**src/rtl/aclink_pkg.sv**
```systemverilog
package aclink_pkg;
  localparam int FRAME_BITS = 256;
  localparam int TAG_W      = 16;
  localparam int SLOT_W     = 20;
  localparam int NSLOT      = (FRAME_BITS - TAG_W) / SLOT_W;
  localparam int IDX_W      = $clog2(FRAME_BITS);
  // tag bit positions (the outgoing tag uses the same positions)
  localparam int TB_FRAME = 15;
  localparam int TB_S1    = 14;
  localparam int TB_S2    = 13;
  localparam int TB_S3    = 12;
  localparam int TB_S4    = 11;

  // index of the last bit of slot n (slot 0 is the tag)
  function automatic int slot_last(input int n);
    return TAG_W + SLOT_W * n - 1;
  endfunction

  // index of the first bit of slot n
  function automatic int slot_first(input int n);
    return (n == 0) ? 0 : TAG_W + SLOT_W * (n - 1);
  endfunction
endpackage

```
**src/rtl/aclink_bitclk.sv**
```systemverilog
module aclink_bitclk (
  input  logic clk,
  input  logic rst,
  input  logic sync_i,
  input  logic pd_req,
  output logic bclk_o,
  output logic down_o,
  output logic fall_en,
  output logic rise_en
);
  logic bclk_q, down_q, sync_d;

  always_ff @(posedge clk) begin
    if (rst) begin
      bclk_q <= 1'b0;
      down_q <= 1'b0;
      sync_d <= 1'b0;
    end else begin
      sync_d <= sync_i;
      if (down_q) begin
        bclk_q <= 1'b0;
        if (sync_d && !sync_i) down_q <= 1'b0;
      end else if (pd_req) begin
        down_q <= 1'b1;
        bclk_q <= 1'b0;
      end else begin
        bclk_q <= ~bclk_q;
      end
    end
  end

  assign bclk_o  = bclk_q;
  assign down_o  = down_q;
  assign fall_en = bclk_q && !down_q;
  assign rise_en = !bclk_q && !down_q;
endmodule

```
**src/rtl/aclink_rx.sv**
```systemverilog
module aclink_rx
  import aclink_pkg::*;
#(
  parameter int DW = 16,
  parameter int AW = 7
) (
  input  logic             clk,
  input  logic             rst,
  input  logic             fall_en,
  input  logic             down,
  input  logic             sync_i,
  input  logic             sdo_i,
  output logic             aligned_o,
  output logic [IDX_W-1:0] last_o,
  output logic             wr_o,
  output logic [AW-1:0]    addr_o,
  output logic [DW-1:0]    data_o,
  output logic [DW-1:0]    pcm_l_o,
  output logic [DW-1:0]    pcm_r_o
);
  localparam logic [IDX_W-1:0] L_TAG = IDX_W'(slot_last(0));
  localparam logic [IDX_W-1:0] L_S1  = IDX_W'(slot_last(1));
  localparam logic [IDX_W-1:0] L_S2  = IDX_W'(slot_last(2));
  localparam logic [IDX_W-1:0] L_S3  = IDX_W'(slot_last(3));
  localparam logic [IDX_W-1:0] L_S4  = IDX_W'(slot_last(4));
  localparam logic [IDX_W-1:0] L_END = IDX_W'(FRAME_BITS - 1);

  logic [SLOT_W-1:0] sh;
  logic [SLOT_W-1:0] word;
  logic [IDX_W-1:0]  nxt, cur;
  logic              sync_prev, start, aligned;
  logic [4:0]        tag;
  logic              cmd_rd;
  logic [AW-1:0]     cmd_addr;
  logic [DW-1:0]     stg_l, stg_r;
  logic              vl, vr;

  always_comb begin
    word  = {sh[SLOT_W-2:0], sdo_i};
    start = sync_i && !sync_prev;
    cur   = start ? '0 : nxt;
  end

  always_ff @(posedge clk) begin
    if (rst) begin
      sh <= '0; nxt <= '0; sync_prev <= 1'b0; aligned <= 1'b0;
      tag <= '0; cmd_rd <= 1'b0; cmd_addr <= '0;
      stg_l <= '0; stg_r <= '0; vl <= 1'b0; vr <= 1'b0;
      wr_o <= 1'b0; addr_o <= '0; data_o <= '0;
      pcm_l_o <= '0; pcm_r_o <= '0; last_o <= '0;
    end else begin
      wr_o <= 1'b0;
      if (down) begin
        aligned   <= 1'b0;
        sync_prev <= 1'b0;
      end else if (fall_en) begin
        sync_prev <= sync_i;
        sh        <= word;
        nxt       <= cur + 1'b1;
        last_o    <= cur;
        if (start) aligned <= 1'b1;
        if (aligned || start) begin
          if (cur == L_TAG) tag <= word[TB_FRAME:TB_S4];
          if (cur == L_S1) begin
            cmd_rd   <= word[SLOT_W-1];
            cmd_addr <= word[SLOT_W-2 -: AW];
          end
          if (cur == L_S2 && tag[4] && tag[3] && tag[2] && !cmd_rd) begin
            wr_o   <= 1'b1;
            addr_o <= cmd_addr;
            data_o <= word[SLOT_W-1 -: DW];
          end
          if (cur == L_S3) begin
            stg_l <= word[SLOT_W-1 -: DW];
            vl    <= tag[1];
          end
          if (cur == L_S4) begin
            stg_r <= word[SLOT_W-1 -: DW];
            vr    <= tag[0];
          end
          if (cur == L_END) begin
            if (vl) pcm_l_o <= stg_l;
            if (vr) pcm_r_o <= stg_r;
          end
        end
      end
    end
  end

  assign aligned_o = aligned;
endmodule

```
**src/rtl/aclink_tx.sv**
```systemverilog
module aclink_tx
  import aclink_pkg::*;
#(
  parameter int DW = 16
) (
  input  logic             clk,
  input  logic             rst,
  input  logic             rise_en,
  input  logic             quiet,
  input  logic             aligned,
  input  logic [IDX_W-1:0] last,
  input  logic [DW-1:0]    pcm_l_i,
  input  logic [DW-1:0]    pcm_r_i,
  output logic             sdi_o
);
  localparam logic [TAG_W-1:0] TAG_OUT =
    TAG_W'((1 << TB_FRAME) | (1 << TB_S3) | (1 << TB_S4));
  localparam int PAD = SLOT_W - DW;

  logic [SLOT_W-1:0] sh, load;
  logic              at_start;

  always_comb begin
    at_start = 1'b0;
    load     = '0;
    for (int n = 0; n <= NSLOT; n++) begin
      if (last == IDX_W'(slot_first(n))) begin
        at_start = 1'b1;
        if (n == 0) load = {TAG_OUT, {(SLOT_W - TAG_W){1'b0}}};
        if (n == 3) load = {pcm_l_i, {PAD{1'b0}}};
        if (n == 4) load = {pcm_r_i, {PAD{1'b0}}};
      end
    end
  end

  always_ff @(posedge clk) begin
    if (rst) begin
      sh    <= '0;
      sdi_o <= 1'b0;
    end else if (quiet) begin
      sdi_o <= 1'b0;
    end else if (rise_en) begin
      if (!aligned) begin
        sdi_o <= 1'b0;
      end else if (at_start) begin
        sdi_o <= load[SLOT_W-1];
        sh    <= {load[SLOT_W-2:0], 1'b0};
      end else begin
        sdi_o <= sh[SLOT_W-1];
        sh    <= {sh[SLOT_W-2:0], 1'b0};
      end
    end
  end
endmodule

```
**src/rtl/aclink_codec.sv**
```systemverilog
module aclink_codec
  import aclink_pkg::*;
#(
  parameter int            DW      = 16,
  parameter int            AW      = 7,
  parameter logic [AW-1:0] PD_ADDR = 7'h20,
  parameter int            PD_BIT  = 12
) (
  input  logic          clk,
  input  logic          rst,
  input  logic          sync_i,
  input  logic          sdo_i,
  output logic          bclk_o,
  output logic          sdi_o,
  output logic          reg_wr_o,
  output logic [AW-1:0] reg_addr_o,
  output logic [DW-1:0] reg_data_o,
  output logic [DW-1:0] pcm_l_o,
  output logic [DW-1:0] pcm_r_o,
  input  logic [DW-1:0] pcm_l_i,
  input  logic [DW-1:0] pcm_r_i
);
  logic             link_down, fall_en, rise_en, pd_req, aligned;
  logic [IDX_W-1:0] last;

  assign pd_req = reg_wr_o && (reg_addr_o == PD_ADDR) && reg_data_o[PD_BIT];

  aclink_bitclk u_clk (
    .clk(clk), .rst(rst), .sync_i(sync_i), .pd_req(pd_req),
    .bclk_o(bclk_o), .down_o(link_down), .fall_en(fall_en), .rise_en(rise_en)
  );

  aclink_rx #(.DW(DW), .AW(AW)) u_rx (
    .clk(clk), .rst(rst), .fall_en(fall_en), .down(link_down),
    .sync_i(sync_i), .sdo_i(sdo_i), .aligned_o(aligned), .last_o(last),
    .wr_o(reg_wr_o), .addr_o(reg_addr_o), .data_o(reg_data_o),
    .pcm_l_o(pcm_l_o), .pcm_r_o(pcm_r_o)
  );

  aclink_tx #(.DW(DW)) u_tx (
    .clk(clk), .rst(rst), .rise_en(rise_en), .quiet(link_down || pd_req),
    .aligned(aligned), .last(last), .pcm_l_i(pcm_l_i), .pcm_r_i(pcm_r_i),
    .sdi_o(sdi_o)
  );
endmodule

```
**config.mk**
```make
export PLATFORM = sky130hd
export DESIGN_NAME = aclink_codec
export DESIGN_NICKNAME = d
export VERILOG_FILES = /design/src/rtl/aclink_pkg.sv /design/src/rtl/aclink_bitclk.sv /design/src/rtl/aclink_rx.sv /design/src/rtl/aclink_tx.sv /design/src/rtl/aclink_codec.sv
export SDC_FILE = /design/constraint.sdc
export NUM_CORES = 1
export LEC_CHECK = 0
export BUFFER_PORTS_ARGS = -buffer_cell sky130_fd_sc_hd__buf_2
export CAP_MARGIN = 20
export CORE_MARGIN = 2
export CORE_UTILIZATION = 35
export CTS_BUF_LIST = sky130_fd_sc_hd__clkbuf_4 sky130_fd_sc_hd__clkbuf_8
export CTS_CLUSTER_SIZE = 25
export DETAILED_ROUTE_END_ITERATION = 12
export GPL_ROUTABILITY_DRIVEN = 1
export PLACE_DENSITY = 0.52
export SYNTH_ARGS = -nofsm -noshare
export SYNTH_HDL_FRONTEND = slang
export SYNTH_SLANG_ARGS = --single-unit
```
**constraint.sdc**
```tcl
create_clock -name clk -period 6.4 [get_ports clk]
set_clock_uncertainty 0.2 [all_clocks]
set_input_delay 1.28 -clock clk [delete_from_list [all_inputs] [get_ports clk]]
set_output_delay 1.28 -clock clk [all_outputs]
set_load 0.02 [all_outputs]
```
==> results.toml <==
[status]
status = "completed"

[place]
place_area_mm2 = 0.00704
place_hpwl_mm = 9.98
place.gp.congestion = 0.786
port-buffer-count = 93

[final_layout]
nNetsFinal = 791
final_util = 0.410
final_cell_mix = "dfxtp_1, nor2_1, nand2_1, buf_2, mux2i_1"
area_delta_synth_final_pct = 14.2
layout_commonest_cell = "dfxtp_1"
diodes = 0
post_route_cells_drive_above_1_share = 0.213
fin_area_mm2 = 0.00744

[clocking]
clockRootBuffer = "clkbuf_8"
insertion_delay_ns = 0.45
cts_buffer_depth = 2
holdBufCountCts = 0
cts_resized = 0
htree_levels = 4
clock_sinks = 159
cts-buffers-inserted = 17
clk_pin_slew_ns = 0.07
cts_tree = "yes"
cts_setup_buffers = 0

[timing]
clock.fmax_mhz = 284
worst_pin_slew_ns = 1.01
drv_slew = 0
rsz0062_at_grt = "false"
maxSlewHeadroom = 0.320
finalCritPeriodShare = 0.550
finalCriticalPeriod_ns = 3.52
hold_viol = 0
fin_setup_tns_ns = 0
final-setup-viol-count = 0
fin_hold_ws_ns = 0.233

[yosys]
ys_warn_count = 0
ys.flop_type = "dfxtp_1"
ys_types = 57
seq_area_frac_synth = 0.488
synth-xor-area-share = 0.00134
ys_async_sr_fraction = 0
syn_area_mm2 = 0.00652
syn_nets = 726
synth_enable_flop_cells = 0
postSynthAreaPerCell_um2 = 9.46
synth_compound_area_frac = 0.117
yosys.area_share.adder = 0.00192
synth.area.mux_share = 0.135
synthCells = 689
synth_top_family_by_area = "simple AND/OR/NAND/NOR gates"
synth_seq_cells = 159
synth-simple-area-share = 0.209

[die]
die-area_mm2 = 0.0197
die-width_um = 140
num_io_pins = 94
die_h_um = 140
rows = 49
coreArea_mm2 = 0.0181
start_util = 0.359

[drt]
num_vias = 4978
drtAntennaViolNets = 0
wl_per_cell_um = 15.3
first_pass_iters = 4
drtIter0Drc = 341
wirelength_mm = 15.2
vias_per_cell = 5.01
drcViolationCount = 0

[grt]
grt_start_max_net_pins = 96
grt_first_pass_wirelength_mm = 24.9
grt_usage = 0.157
grt-ovfl-total = 0
grt_pass1_vias = 4836
antenna_found_initial = 0

[power]
power-per-cell-area_mw_per_mm2 = 246
leakage_nw = 2.99
ir_drop_uv = 122

[critical_path]
start_kind = "input pin"
path_max_fanout = 16
critPathArrivalTime_ns = 3.64
cp-end-kind = "flip-flop"
critical_path_class = "input pin to flip-flop"
cp.required_ns = 6.51

[hold_path]
min_path_type = "flip-flop to flip-flop"

[job]
cap_violations = 0
registers in the layout (all words and copies together), names as in the netlist, 15 cells and up:
register      cells
u_rx.pcm_r_o     16
u_rx.stg_r       16
u_rx.sh          19
u_rx.data_o      16
u_rx.pcm_l_o     16
u_tx.sh          15
u_rx.stg_l       16
kinds of logic (layout without fill, tap and decap cells):
logic type      count (synthesis)  after routing
fa+ha+maj                       1              1
compound gates                101            101
simple gates                  281            281
buf+inv                        58            133
flops                         159            159
xor+xnor                        1              1
mux                            88             88
through the flow:
step	power, W	instances	setup slack, ns
after floorplan	0.00108	689	2.89
after detailed placement	0.00110	963	2.39
after CTS	0.00185	992	2.89
after global routing	0.00190	993	2.69
after global placement	0.00110	961	2.50
final	0.00183	993	2.88
power by group:
group | leakage [nW] | switching, W | internal (W) | total, W
registers | 1.28 | 0.00000667 | 0.000998 | 0.00100
clock network | 0.205 | 0.000345 | 0.000411 | 0.000756
logic | 1.50 | 0.0000481 | 0.0000227 | 0.0000709
Yosys cell counts, types with 3 or more instances:
library cell	number	area, µm²
a22oi_1	10	75.1
nand4b_1	3	26.3
nor2_1	116	435
buf_6	8	90.1
nor4_1	8	50.1
nor4_4	5	106
buf_2	11	55.1
a22oi_2	7	87.6
nand2_1	94	353
buf_4	4	30.0
dfxtp_1	159	3180
inv_1	3	11.3
nand2b_1	4	25.0
buf_1	4	15.0
a311oi_1	10	87.6
clkbuf_1	27	101
nor3_1	4	20.0
mux2i_1	88	881
nand3_1	22	110
a21oi_1	47	235
and2_1	3	18.8
a311oi_2	5	75.1
o21ai_0	5	25.0
path summary, 6_finish.rpt:
| check | slack, ns | cells after the start | end | startpoint |
|---|---|---|---|---|
| worst max register to register | 3.44 | 8 | u_rx.pcm_l_o[9] | u_rx.sync_prev |
| worst min register to register | 0.23 | 1 | u_clk.down_o | u_clk.sync_d |
| worst max-delay path | 2.88 | 9 | u_rx.pcm_l_o[9] | sync_i |
| worst min-delay path | 0.23 | 1 | u_clk.down_o | u_clk.sync_d |
per-layer routing:
layer  GRT usage  part of all wire
met1       0.214              0.49
met2       0.247              0.45
met3      0.0342             0.036
met4      0.0568             0.016
met5           0                 0
area by class of cell:
class	instances	area [µm²]
Timing Repair Buffer	101	529
Inverter	3	11.3
Tap cell	229	287
Clock inverter	7	113
Fill cell	1831	10700
Sequential cell	159	3180
Clock buffer	22	284
Multi-Input combinational cell	472	3040
critical path: stages:
cell and delay (ns):
buf_2 0.12, nand2b_1 0.36, and2_1 0.22, ha_1 0.23, nand2_1 0.14, nor4_4 0.33
nand3_2 0.55, mux2i_1 0.34, nor2_1 0.05
No activity file was read; power rests on OpenSTA's default activity.
